==> config.mk <==
export PLATFORM = sky130hd
export DESIGN_NAME = gpio_edge_ctrl
export DESIGN_NICKNAME = d
export VERILOG_FILES = /design/src/rtl/gpio_edge_pkg.sv /design/src/rtl/gpio_edge_ctrl_ctl.sv /design/src/rtl/gpio_edge_ctrl_dp.sv /design/src/rtl/gpio_edge_ctrl.sv
export SDC_FILE = /design/constraint.sdc
export NUM_CORES = 1
export LEC_CHECK = 0
export BUFFER_PORTS_ARGS = -buffer_cell sky130_fd_sc_hd__clkbuf_2
export CAP_MARGIN = 10
export CORE_MARGIN = 2
export CORE_UTILIZATION = 45
export CTS_CLUSTER_DIAMETER = 80
export DETAILED_ROUTE_END_ITERATION = 7
export SYNTH_ARGS = -nofsm -noshare
export SYNTH_HDL_FRONTEND = slang
export SYNTH_HIERARCHICAL = 1
export SYNTH_SLANG_ARGS = --single-unit
==> constraint.sdc <==
create_clock -name clk -period 2.1 [get_ports clk]
set_clock_uncertainty 0.1 [all_clocks]
set_input_delay 0.21 -clock clk [delete_from_list [all_inputs] [get_ports clk]]
set_output_delay 0.21 -clock clk [all_outputs]
set_load 0.1 [all_outputs]
==> src/rtl/gpio_edge_pkg.sv <==
package gpio_edge_pkg;
  localparam int STB_IDX_W  = 5;
  localparam int STB_DATA_W = 8;

  // Strobes from the address decoder to the datapath
  typedef struct packed {
    logic                  outWe;   // write a drive register
    logic                  inWe;    // write a sense register
    logic                  statWe;  // write-one-to-clear status
    logic                  maskWe;  // write a mask register
    logic                  rdEn;    // capture read data
    logic                  rdOut;
    logic                  rdIn;
    logic                  rdStat;
    logic                  rdMask;
    logic                  grpSel;  // 0 = low group, 1 = high group
    logic [STB_IDX_W-1:0]  idx;     // pin index
    logic [STB_DATA_W-1:0] data;
  } regStrobeT;
endpackage

==> src/rtl/gpio_edge_ctrl_ctl.sv <==
module gpio_edge_ctrl_ctl
  import gpio_edge_pkg::*;
#(
  parameter int NUM_PINS = 13,
  parameter int ADDR_W   = 5,
  parameter int DATA_W   = 8
) (
  input  logic [ADDR_W-1:0] regAddr,
  input  logic              regWrEn,
  input  logic              regRdEn,
  input  logic [DATA_W-1:0] regWrData,
  output regStrobeT         strobe
);
  localparam logic [ADDR_W-1:0] IN_BASE   = ADDR_W'(NUM_PINS);
  localparam logic [ADDR_W-1:0] STAT_BASE = ADDR_W'(2 * NUM_PINS);
  localparam logic [ADDR_W-1:0] MASK_BASE = ADDR_W'(2 * NUM_PINS + 2);
  localparam int               MAP_END   = 2 * NUM_PINS + 4;

  logic hitOut, hitIn, hitStat, hitMask;
  logic [ADDR_W-1:0] relIn;

  always_comb begin
    hitOut  = regAddr < IN_BASE;
    hitIn   = (regAddr >= IN_BASE) && (regAddr < STAT_BASE);
    hitStat = (regAddr >= STAT_BASE) && (regAddr < MASK_BASE);
    hitMask = (regAddr >= MASK_BASE) && (32'(regAddr) < MAP_END);
    relIn   = regAddr - IN_BASE;

    strobe.outWe  = regWrEn & hitOut;
    strobe.inWe   = regWrEn & hitIn;
    strobe.statWe = regWrEn & hitStat;
    strobe.maskWe = regWrEn & hitMask;
    strobe.rdEn   = regRdEn;
    strobe.rdOut  = hitOut;
    strobe.rdIn   = hitIn;
    strobe.rdStat = hitStat;
    strobe.rdMask = hitMask;
    strobe.grpSel = hitStat ? (regAddr != STAT_BASE) : (regAddr != MASK_BASE);
    strobe.idx    = hitIn ? STB_IDX_W'(relIn) : STB_IDX_W'(regAddr);
    strobe.data   = STB_DATA_W'(regWrData);
  end
endmodule

==> src/rtl/gpio_edge_ctrl_dp.sv <==
module gpio_edge_ctrl_dp
  import gpio_edge_pkg::*;
#(
  parameter int NUM_PINS  = 13,
  parameter int GRP0_PINS = 7,
  parameter int DATA_W    = 8
) (
  input  logic                    clk,
  input  logic                    rstN,
  input  regStrobeT               strobe,
  input  logic [NUM_PINS-1:0]     pinIn,
  output logic [NUM_PINS-1:0]     pinOut,
  output logic [NUM_PINS-1:0]     pinOe,
  output logic [NUM_PINS-1:0]     pullEn,
  output logic [2*NUM_PINS-1:0]   pullSel,
  output logic                    irqOut,
  output logic [DATA_W-1:0]       regRdData,
  output logic [NUM_PINS-1:0]     statBits,
  output logic [NUM_PINS-1:0]     maskBits
);
  localparam int GRP1_PINS = NUM_PINS - GRP0_PINS;
  localparam int CTL_W     = 6;

  logic [CTL_W-1:0]    outCtl [NUM_PINS];
  logic [1:0]          detSel [NUM_PINS];
  logic [NUM_PINS-1:0] syncA, syncB, prevLvl, edgeHit, clrVec;
  logic [DATA_W-1:0]   rdMux;
  logic                unusedData;

  assign unusedData = strobe.data[7];

  // Two-stage synchronizer plus one delayed copy for edge compare
  always_ff @(posedge clk or negedge rstN) begin
    if (!rstN) begin
      syncA   <= '0;
      syncB   <= '0;
      prevLvl <= '0;
    end else begin
      syncA   <= pinIn;
      syncB   <= syncA;
      prevLvl <= syncB;
    end
  end

  // Per-pin configuration registers
  always_ff @(posedge clk or negedge rstN) begin
    if (!rstN) begin
      for (int k = 0; k < NUM_PINS; k++) begin
        outCtl[k] <= '0;
        detSel[k] <= '0;
      end
    end else begin
      for (int k = 0; k < NUM_PINS; k++) begin
        if (strobe.outWe && strobe.idx == STB_IDX_W'(k))
          outCtl[k] <= strobe.data[CTL_W-1:0];
        if (strobe.inWe && strobe.idx == STB_IDX_W'(k))
          detSel[k] <= strobe.data[2:1];
      end
    end
  end

  // Per-pin drive and edge qualification
  for (genvar i = 0; i < NUM_PINS; i++) begin : gPin
    logic dirOut, pushPull, outVal;
    assign dirOut   = outCtl[i][5];
    assign pushPull = outCtl[i][4];
    assign outVal   = outCtl[i][0];
    assign pinOe[i]  = dirOut & (pushPull | ~outVal);
    assign pinOut[i] = pushPull & outVal;
    assign pullEn[i] = outCtl[i][3];
    assign pullSel[2*i +: 2] = outCtl[i][2:1];
    assign edgeHit[i] = (detSel[i][1] & syncB[i] & ~prevLvl[i])
                      | (detSel[i][0] & ~syncB[i] & prevLvl[i]);
  end

  always_comb begin
    clrVec = '0;
    if (strobe.statWe) begin
      if (strobe.grpSel) clrVec[NUM_PINS-1:GRP0_PINS] = strobe.data[GRP1_PINS-1:0];
      else               clrVec[GRP0_PINS-1:0]        = strobe.data[GRP0_PINS-1:0];
    end
  end

  // Status (new edge wins over clear), mask and combined interrupt
  always_ff @(posedge clk or negedge rstN) begin
    if (!rstN) begin
      statBits <= '0;
      maskBits <= '1;
      irqOut   <= 1'b0;
    end else begin
      statBits <= (statBits & ~clrVec) | edgeHit;
      if (strobe.maskWe) begin
        if (strobe.grpSel) maskBits[NUM_PINS-1:GRP0_PINS] <= strobe.data[GRP1_PINS-1:0];
        else               maskBits[GRP0_PINS-1:0]        <= strobe.data[GRP0_PINS-1:0];
      end
      irqOut <= |(statBits & ~maskBits);
    end
  end

  always_comb begin
    rdMux = '0;
    for (int k = 0; k < NUM_PINS; k++) begin
      if (strobe.idx == STB_IDX_W'(k)) begin
        if (strobe.rdOut) rdMux = DATA_W'(outCtl[k]);
        if (strobe.rdIn)  rdMux = DATA_W'({detSel[k], syncB[k]});
      end
    end
    if (strobe.rdStat)
      rdMux = strobe.grpSel ? DATA_W'(statBits[NUM_PINS-1:GRP0_PINS])
                            : DATA_W'(statBits[GRP0_PINS-1:0]);
    if (strobe.rdMask)
      rdMux = strobe.grpSel ? DATA_W'(maskBits[NUM_PINS-1:GRP0_PINS])
                            : DATA_W'(maskBits[GRP0_PINS-1:0]);
  end

  always_ff @(posedge clk or negedge rstN) begin
    if (!rstN)            regRdData <= '0;
    else if (strobe.rdEn) regRdData <= rdMux;
  end
endmodule

==> src/rtl/gpio_edge_ctrl.sv <==
module gpio_edge_ctrl
  import gpio_edge_pkg::*;
#(
  parameter int NUM_PINS  = 13,
  parameter int GRP0_PINS = 7,
  parameter int ADDR_W    = 5,
  parameter int DATA_W    = 8
) (
  input  logic                  clk,
  input  logic                  rstN,
  input  logic [ADDR_W-1:0]     regAddr,
  input  logic                  regWrEn,
  input  logic [DATA_W-1:0]     regWrData,
  input  logic                  regRdEn,
  output logic [DATA_W-1:0]     regRdData,
  input  logic [NUM_PINS-1:0]   pinIn,
  output logic [NUM_PINS-1:0]   pinOut,
  output logic [NUM_PINS-1:0]   pinOe,
  output logic [NUM_PINS-1:0]   pullEn,
  output logic [2*NUM_PINS-1:0] pullSel,
  output logic                  irqOut
);
  regStrobeT           strobe;
  logic [NUM_PINS-1:0] statBits, maskBits;

  gpio_edge_ctrl_ctl #(.NUM_PINS(NUM_PINS), .ADDR_W(ADDR_W), .DATA_W(DATA_W)) uCtl (
    .regAddr(regAddr), .regWrEn(regWrEn), .regRdEn(regRdEn),
    .regWrData(regWrData), .strobe(strobe)
  );

  gpio_edge_ctrl_dp #(.NUM_PINS(NUM_PINS), .GRP0_PINS(GRP0_PINS), .DATA_W(DATA_W)) uDp (
    .clk(clk), .rstN(rstN), .strobe(strobe), .pinIn(pinIn),
    .pinOut(pinOut), .pinOe(pinOe), .pullEn(pullEn), .pullSel(pullSel),
    .irqOut(irqOut), .regRdData(regRdData),
    .statBits(statBits), .maskBits(maskBits)
  );
endmodule

==> flow_metrics.py, run 1 <==
metrics = {
    "critical_path": {
        "crit_chain": "buf_8, inv_6, ha_4, nand4bb_1, a21oi_2, a211oi_4, buf_12, buf_6, nor2b_1, buf_4, a32o_2, nor4_2, nand3_1, a221o_1",
        "timing.rr.start": "uDp/gPin[2].pushPull$_DFFE_PN0P_",
        "rr_worst_depth": 5,
        "r2r_end": "uDp/regRdData[4]$_DFFE_PN0P_",
        "worstPathBufferInverterCount": 5,
        "cp.arrival_ns": 2.54,
        "critPathSlowestCell": "a221o_1",
        "critPathTopFamily": "compound AO/OA/AOI/OAI gates",
        "regToRegSetupSlack_ns": 0.19,
        "cp-end-kind": "register",
        "crit_path_max_fanout": 6,
        "max_stage_delay_ns": 0.31,
        "critical_path_class": "in -> reg",
        "cp.required_ns": 2.31,
        "startpoint_type": "input port",
    },
    "final_layout": {
        "layout.cells.non_filler": 1221,
        "nets": 1007,
        "area_delta_synth_final_pct": 36.2,
        "diodes": 0,
        "fin_area_um2": 11600,
        "fin_util_pct": 62.4,
        "post_route_cells_drive_above_1_share_pct": 49.7,
    },
    "grt": {
        "grt-ovfl-total": 0,
        "grt_usage_pct": 28.2,
        "antenna_found_initial": 0,
        "grt_pass1_vias": 7102,
        "grt_pass1_wl_um": 42300,
        "grt_start_max_net_pins": 48,
    },
    "synth": {
        "synth_fp_nets": 786,
        "mappedNetlistArea_um2": 8540,
        "syn_inst": 753,
        "syn_area_per_cell_um2": 11.3,
        "yosysWarnings": 6,
    },
    "sta": {
        "worstMarginPinSlew_ns": 0.724,
        "setup_tns_ns": -1.61,
        "rsz0062_at_grt": "true",
        "slew_headroom_pct": 51.8,
        "hold_violations": 0,
        "min_period_ns": 2.32,
        "setup_viol": 22,
        "worst_slack_ns": -0.223,
        "slew_viol_final": 0,
        "max_clock_freq_mhz": 430,
        "fin_crit_sh_pct": 111,
        "whs_ns": 0.0768,
    },
    "drt": {
        "drtPass1Iterations": 5,
        "viasPerCell": 5.83,
        "finalWirelength_um": 27600,
        "wl_per_cell_um": 22.6,
        "drc": 0,
        "ant_nets": 0,
        "drt_iter0_drc": 431,
        "num_vias": 7116,
    },
    "floorplan": {
        "dieArea_um2": 20100,
        "die_w_um": 142,
        "core-area_um2": 18600,
        "die_y_um": 142,
        "rows": 50,
        "start_util_pct": 45.8,
        "io_pins": 104,
    },
    "placed_design": {
        "hpwl_um": 20500,
        "gp_congestion": 0.975,
        "place_inst": 1159,
        "placed_cell_area_um2": 10300,
        "io_buffers": 101,
    },
    "power": {
        "switching_share_pct": 44.3,
        "p_sw_mw": 5.80,
        "clkPwrFrac_pct": 24.6,
        "power_frac_seq_pct": 37.4,
        "p_leak_nw": 5.44,
        "powerDensity_nw_per_um2": 1120,
        "vdd_drop_max_mv": 1.02,
        "p_int_mw": 7.28,
        "p_comb_share_pct": 38.0,
    },
    "clock_network": {
        "cts_root_buf": "clkbuf_16",
        "cts_max_level": 4,
        "clock_path_buffers": 2,
        "insertion_delay_ns": 0.43,
        "cts_tree": "done",
        "clkTransAtPathRegs_ns": 0.07,
        "cts.sinks": 177,
        "numCtsBuffers": 17,
    },
    "hold_path": {
        "whs_path_depth": 3,
        "hold_end": "uDp/regRdData[5]$_DFFE_PN0P_",
        "min_path_type": "in -> reg",
        "min_from": "regRdEn",
    },
    "job": {
        "max_cap_viol_count": 0,
    },
    "status": {
        "status": "finished with violations",
        "violations": "negative setup slack",
    },
}
==> worst max-delay path by stage <==
stage                           from                            to  cells past startpoint
after global placement    regAddr[4]  uDp/regRdData[2]$_DFFE_PN0P_                     13
after CTS                 regAddr[1]  uDp/regRdData[5]$_DFFE_PN0P_                     11
after global routing      regAddr[1]  uDp/regRdData[3]$_DFFE_PN0P_                     15
after detailed placement  regAddr[4]  uDp/regRdData[2]$_DFFE_PN0P_                     14
final                     regAddr[1]  uDp/regRdData[2]$_DFFE_PN0P_                     14
after floorplan           regAddr[1]  uDp/regRdData[4]$_DFFE_PN0P_                     13
==> layer usage <==
metal	GRT usage [%]	part of all wire (%)	vias up
li1	-	-	3170
met1	38.9	44	3659
met2	45.2	48	252
met3	4.83	5.6	35
met4	10.0	2.8	0
met5	0	0	-
==> layout make-up <==
type                       instances  area, µm²
fill                            1504       7010
sequential                       177       4450
multi-input combinational        492       4180
timing repair buffer             255       1990
clock buffer                      18        439
tap                              234        293
clock inverter                    14        163
inverter                          31        121
==> worst reg2reg max path, stage by stage (launching register included) <==
cell and delay (ns):
dfrtp_1 0.44, mux4_2 0.49, a22oi_2 0.18, a2111oi_2 0.06
or3_1 0.31, a32o_1 0.22
==> registers in the layout (all words and copies together), names as in the netlist <==
signal / cells
uDp/detSel: 26
uDp/pullSel: 26
uDp/gPin.dirOut: 13
uDp/gPin.outVal: 13
uDp/gPin.pushPull: 13
uDp/maskBits: 13
uDp/prevLvl: 13
uDp/pullEn: 13
uDp/statBits: 13
uDp/syncA: 13
uDp/syncB: 13
uDp/regRdData: 7
uDp/irqOut: 1
==> through the flow <==
step           total power, mW  worst slack, ns
2_1_floorplan             8.36           -0.408
3_3_place_gp              9.60           -0.773
3_5_place_dp              9.68           -0.816
4_1_cts                   13.0           -0.209
5_1_grt                   13.6           -0.263
6_report                  13.1           -0.223
==> cell usage in the layout (no fill, tap or decap), types with 8 or more instances in the layout <==
master,count
a21boi_2,12
a21oi_1,17
a22oi_1,26
and2_1,18
buf_12,13
buf_4,105
buf_6,20
clkbuf_16,18
clkbuf_2,96
dfrtp_1,164
dfstp_2,13
dlygate4sd3_1,15
inv_1,29
mux2_2,119
mux2i_1,8
nand2_1,74
nand3_1,13
nand3b_1,19
nor2_4,8
o211ai_1,14
o21ai_0,9
o22ai_1,11
==> power by group through the flow <==
stage / sequential [mW] / combinational, mW / clock, mW
3_5_place_dp: 4.94 / 4.75 / 0
4_1_cts: 4.88 / 4.85 / 3.28
6_report: 4.89 / 4.97 / 3.22
5_1_grt: 4.96 / 5.17 / 3.43
2_1_floorplan: 6.23 / 2.13 / 0
3_3_place_gp: 4.91 / 4.69 / 0
==> repair_timing <==
action	in CTS	in global routing
pin swaps	15	19
setup buffers	2	12
hold endpoints to repair	58	0
resized for setup	37	60
hold buffers	15	0
setup endpoints to repair	91	97
gates cloned	1	1
Power figures use the tool's default switching activity.
==> run 2: changes to the inputs <==
--- a/config.mk
+++ b/config.mk
@@ -9,9 +9,11 @@
 export CAP_MARGIN = 10
 export CORE_MARGIN = 2
 export CORE_UTILIZATION = 45
+export CTS_BUF_LIST = sky130_fd_sc_hd__clkbuf_16
 export CTS_CLUSTER_DIAMETER = 80
 export DETAILED_ROUTE_END_ITERATION = 7
 export SYNTH_ARGS = -nofsm -noshare
 export SYNTH_HDL_FRONTEND = slang
 export SYNTH_HIERARCHICAL = 1
 export SYNTH_SLANG_ARGS = --single-unit
+export TNS_END_PERCENT = 100
==> run 2 against run 1 <==
The flow still finishes with violations (negative setup slack). Final cell count is the same. Register-to-register slack got worse by 0.02 ns. Sequential cell count is the same.
==> flow_metrics.py, run 2 (synthesis results as in run 1) <==
metrics = {
    "clock_network": {
        "cts_root_buf": "clkbuf_16",
        "cts.sinks": 177,
        "cts_tree": "done",
        "cts_max_level": 4,
        "insertion_delay_ns": 0.43,
        "clkTransAtPathRegs_ns": 0.07,
        "numCtsBuffers": 17,
        "clock_path_buffers": 2,
    },
    "floorplan": {
        "io_pins": 104,
        "core-area_um2": 18600,
        "dieArea_um2": 20100,
        "rows": 50,
        "start_util_pct": 45.8,
        "die_w_um": 142,
        "die_y_um": 142,
    },
    "placed_design": {
        "hpwl_um": 20500,
        "gp_congestion": 0.975,
        "io_buffers": 101,
    },
    "grt": {
        "antenna_found_initial": 0,
        "grt_pass1_vias": 7101,
        "grt_usage_pct": 28.2,
        "grt_pass1_wl_um": 42300,
        "grt-ovfl-total": 0,
        "grt_start_max_net_pins": 48,
    },
    "power": {
        "powerDensity_nw_per_um2": 1120,
        "p_leak_nw": 5.44,
        "vdd_drop_max_mv": 1.02,
    },
    "sta": {
        "worst_slack_ns": -0.262,
        "hold_violations": 0,
        "slew_headroom_pct": 51.3,
        "worstMarginPinSlew_ns": 0.731,
        "setup_viol": 24,
        "fin_crit_sh_pct": 112,
        "slew_viol_final": 0,
        "max_clock_freq_mhz": 423,
        "min_period_ns": 2.36,
        "rsz0062_at_grt": "true",
        "setup_tns_ns": -1.72,
    },
    "job": {
        "max_cap_viol_count": 0,
    },
    "critical_path": {
        "critPathTopFamily": "compound AO/OA/AOI/OAI gates",
        "crit_chain": "buf_8, inv_6, ha_4, nand4bb_1, a21oi_2, a211oi_4, buf_12, buf_6, nor2b_1, buf_4, a32o_2, nor4_2, nand3_1, a221o_1",
        "cp-end-kind": "register",
        "critPathSlowestCell": "a221o_1",
        "max_stage_delay_ns": 0.31,
        "cp.arrival_ns": 2.57,
        "cp.required_ns": 2.31,
        "worstPathBufferInverterCount": 5,
        "critical_path_class": "in -> reg",
        "startpoint_type": "input port",
        "crit_path_max_fanout": 6,
    },
    "hold_path": {
        "min_path_type": "in -> reg",
    },
    "drt": {
        "num_vias": 7087,
        "finalWirelength_um": 27600,
        "wl_per_cell_um": 22.6,
        "drc": 0,
        "drtPass1Iterations": 4,
        "ant_nets": 0,
        "viasPerCell": 5.80,
        "drt_iter0_drc": 414,
    },
    "final_layout": {
        "post_route_cells_drive_above_1_share_pct": 49.6,
        "layout_commonest_cell": "dfrtp_1",
        "diodes": 0,
        "layout_common_cells": "164 x dfrtp_1, 119 x mux2_2, 105 x buf_4",
        "nets": 1007,
        "fin_util_pct": 62.4,
        "area_delta_synth_final_pct": 36.1,
    },
    "status": {
        "status": "finished with violations",
        "violations": "negative setup slack",
    },
}
[run 2: cell count changes in the layout (fill, tap and decap cells not counted)]
cell / previous run / this run
clkbuf_8: 1 / 0
clkinv_1: 0 / 1
[run 2: tightest hold or removal path, cell delays in order]
cell and delay (ns):
clkbuf_2 0.13, o221ai_1 0.18, a31oi_1 0.05
[run 2: timing repair]
action,CTS,global route
setup buffers,2,12
endpoints found under the setup margin,91,97
gates resized for setup,37,60
hold buffers,15,0
gates cloned,1,1
pin swaps,15,19
hold endpoints to repair,58,0
[run 2: where the power goes]
part / switching (mW) / internal [mW]
Sequential: 0.758 / 4.14
Clock: 1.49 / 1.69
Combinational: 3.56 / 1.42
[run 2: worst paths after layout]
check | cells past startpoint | endpoint | startpoint | slack [ns]
max reg2reg | 5 | uDp/regRdData[2]$_DFFE_PN0P_ | uDp/detSel[23]$_DFFE_PN0P_ | 0.17
min | 3 | uDp/regRdData[5]$_DFFE_PN0P_ | regRdEn | 0.08
min in group asynchronous | 2 | uDp/pullEn[11]$_DFFE_PN0P_ | rstN | 0.18
min reg2reg | 0 | uDp/syncB[5]$_DFF_PN0_ | uDp/syncA[5]$_DFF_PN0_ | 0.25
max in group asynchronous | 3 | uDp/syncA[7]$_DFF_PN0_ | rstN | 1.07
max | 14 | uDp/regRdData[2]$_DFFE_PN0P_ | regAddr[1] | -0.26
[run 2: stage by stage]
step	hold WS (ns)	cells	setup WS [ns]	cell area [µm²]	power, mW
floorplan	-0.186	753	-0.408	8790	8.36
global placement	0.0727	1159	-0.773	10300	9.60
detailed placement	0.0811	1159	-0.816	10300	9.68
CTS	0.0711	1208	-0.209	11300	13.0
global route	0.0856	1221	-0.263	11600	13.5
finish	0.0767	1221	-0.262	11600	13.1
[run 2: area by class of cell]
class / count / area [µm²]
inverter: 31 / 121
fill: 1504 / 7020
multi-input combinational: 492 / 4180
clock inverter: 15 / 166
timing repair buffer: 255 / 1990
tap: 234 / 293
sequential: 177 / 4450
clock buffer: 17 / 425
[run 2: routing by layer]
layer  GRT usage, %  part of all wire (%)  vias up
li1               -                     -     3163
met1           38.9                    45     3656
met2           45.2                    47      229
met3           4.83                   5.1       39
met4           10.0                   2.9        0
met5              0                     0        -
==> run 3: changes to the inputs <==
--- a/config.mk
+++ b/config.mk
@@ -12,6 +12,7 @@
 export CTS_BUF_LIST = sky130_fd_sc_hd__clkbuf_16
 export CTS_CLUSTER_DIAMETER = 80
 export DETAILED_ROUTE_END_ITERATION = 7
+export PLACE_DENSITY = 0.72
 export SYNTH_ARGS = -nofsm -noshare
 export SYNTH_HDL_FRONTEND = slang
 export SYNTH_HIERARCHICAL = 1
==> run 3 against run 2 <==
The flow still finishes with violations (negative setup slack). Setup slack got worse by 0.038 ns. Final area grew 3.6%. Die area unchanged. Maximum frequency down 1.6%. Clock power hardly changed. Non-clock buffer count unchanged. Final cell count about the same. First-iteration DRC count up 120%. Sequential share of layout area fell by 1.3 points. Global-route usage fell by 1.1 points. Utilization grew 2.3 points. Sequential cell count did not move. Highest routed layer unchanged.
==> flow_metrics.py, run 3 (synthesis results as in run 1) <==
metrics = {
    "status": {
        "status": "finished with violations",
        "violations": "negative setup slack",
    },
    "critical_path": {
        "crit_path_max_fanout": 7,
        "cp.arrival_ns": 2.62,
        "critical_path_class": "in -> reg",
        "cp.required_ns": 2.32,
        "crit_path_start": "regAddr[1]",
        "r2r_end": "uDp/regRdData[4]$_DFFE_PN0P_",
        "startpoint_type": "input port",
        "timing.rr.start": "uDp/statBits[4]$_DFF_PN0_",
        "rr_worst_depth": 5,
        "cp-end-kind": "register",
        "regToRegSetupSlack_ns": 0.06,
    },
    "clock_network": {
        "cts.sinks": 177,
        "cts_tree": "done",
        "insertion_delay_ns": 0.44,
        "cts_root_buf": "clkbuf_16",
        "clkTransAtPathRegs_ns": 0.08,
        "clock_path_buffers": 2,
        "numCtsBuffers": 17,
        "cts_max_level": 4,
    },
    "grt": {
        "grt_start_max_net_pins": 74,
        "grt_pass1_wl_um": 41100,
        "grt_usage_pct": 27.1,
        "grt-ovfl-total": 0,
        "antenna_found_initial": 2,
        "grt_pass1_vias": 7151,
    },
    "sta": {
        "fin_crit_sh_pct": 114,
        "slew_viol_final": 0,
        "setup_tns_ns": -2.82,
        "whs_ns": 0.0552,
        "hold_violations": 0,
        "min_period_ns": 2.40,
        "worstMarginPinSlew_ns": 0.717,
        "setup_viol": 58,
        "worst_slack_ns": -0.300,
        "max_clock_freq_mhz": 417,
        "rsz0062_at_grt": "true",
        "slew_headroom_pct": 52.2,
    },
    "final_layout": {
        "fin_util_pct": 64.6,
        "area_delta_synth_final_pct": 41.0,
        "layout_commonest_cell": "dfrtp_1",
        "layout_common_cells": "164 x dfrtp_1, 112 x mux2_2, 95 x clkbuf_2",
        "nets": 1007,
        "post_route_cells_drive_above_1_share_pct": 52.9,
    },
    "drt": {
        "drtPass1Iterations": 6,
        "num_vias": 7516,
        "viasPerCell": 6.15,
        "drt_iter0_drc": 906,
        "drc": 0,
        "finalWirelength_um": 28900,
        "ant_nets": 0,
        "wl_per_cell_um": 23.7,
    },
    "placed_design": {
        "gp_congestion": 0.992,
        "hpwl_um": 19000,
        "io_buffers": 101,
    },
    "floorplan": {
        "die_w_um": 142,
        "start_util_pct": 45.8,
        "core-area_um2": 18600,
        "io_pins": 104,
        "die_y_um": 142,
        "rows": 50,
        "dieArea_um2": 20100,
    },
    "power": {
        "vdd_drop_max_mv": 1.27,
        "p_leak_nw": 5.57,
        "p_sw_mw": 5.97,
        "switching_share_pct": 44.8,
        "p_int_mw": 7.35,
        "clkPwrFrac_pct": 24.1,
        "finalPower_mw": 13.3,
        "powerDensity_nw_per_um2": 1110,
        "power_frac_seq_pct": 37.1,
        "p_comb_share_pct": 38.8,
    },
    "hold_path": {
        "min_path_type": "in -> async",
    },
    "job": {
        "max_cap_viol_count": 0,
    },
}
run 3: worst max-delay path by stage:
stage	slack, ns	end	cells past startpoint
after floorplan	-0.41	uDp/regRdData[4]$_DFFE_PN0P_	13
after global placement	-0.76	uDp/regRdData[0]$_DFFE_PN0P_	15
after detailed placement	-0.80	uDp/regRdData[4]$_DFFE_PN0P_	13
after CTS	-0.17	uDp/regRdData[2]$_DFFE_PN0P_	13
after global routing	-0.33	uDp/regRdData[4]$_DFFE_PN0P_	11
final	-0.30	uDp/regRdData[4]$_DFFE_PN0P_	11
run 3: metrics by stage:
step	std cells	area, µm²	worst slack (ns)
final	1222	12100	-0.300
after global routing	1221	12000	-0.333
after CTS	1196	11400	-0.174
after detailed placement	1137	10100	-0.803
after global placement	1137	10100	-0.757
after floorplan	753	8790	-0.408
run 3: area by class of cell:
cell class	count	area (µm²)
Fill cell	1308	6590
Multi-Input combinational cell	492	4480
Sequential cell	177	4450
Timing Repair Buffer	255	2110
Clock buffer	17	425
Tap cell	234	293
Clock inverter	15	171
Inverter	31	121
Antenna cell	1	2.50
run 3: what timing repair did:
item | in CTS | in global routing
endpoints found under the setup margin | 106 | 106
buffers inserted | 13 | 24
endpoints found under the hold margin | 178 | 0
cloned | 0 | 3
pin swaps | 32 | 42
hold buffers | 15 | 0
resized for setup | 97 | 91
run 3: power by group through the flow:
| stage | Combinational (mW) | Clock, mW | Sequential, mW |
|---|---|---|---|
| 2_1_floorplan | 2.13 | 0 | 6.23 |
| 3_3_place_gp | 4.59 | 0 | 4.91 |
| 3_5_place_dp | 4.65 | 0 | 4.93 |
| 4_1_cts | 4.87 | 3.25 | 4.88 |
| 5_1_grt | 5.35 | 3.39 | 5.01 |
| 6_report | 5.17 | 3.21 | 4.94 |
run 3: routing by layer:
| layer | wire, µm | vias up | part of all wire (%) | track usage (%) |
|---|---|---|---|---|
| met4 | 1430 | 0 | 4.9 | 11.6 |
| met2 | 13500 | 484 | 47 | 42.9 |
| li1 | - | 3182 | - | - |
| met3 | 2600 | 115 | 9.0 | 5.13 |
| met1 | 11400 | 3735 | 39 | 36.6 |
| met5 | 0 | - | 0 | 0 |
run 3: worst max-delay path: stages:
cell and delay, ns:
buf_8 0.11, buf_8 0.13, buf_4 0.18, or2_1 0.29, mux2i_1 0.17, nand3_1 0.15
mux2_2 0.30, a21oi_1 0.23, o21ai_0 0.18, or3_1 0.41, a32o_1 0.26
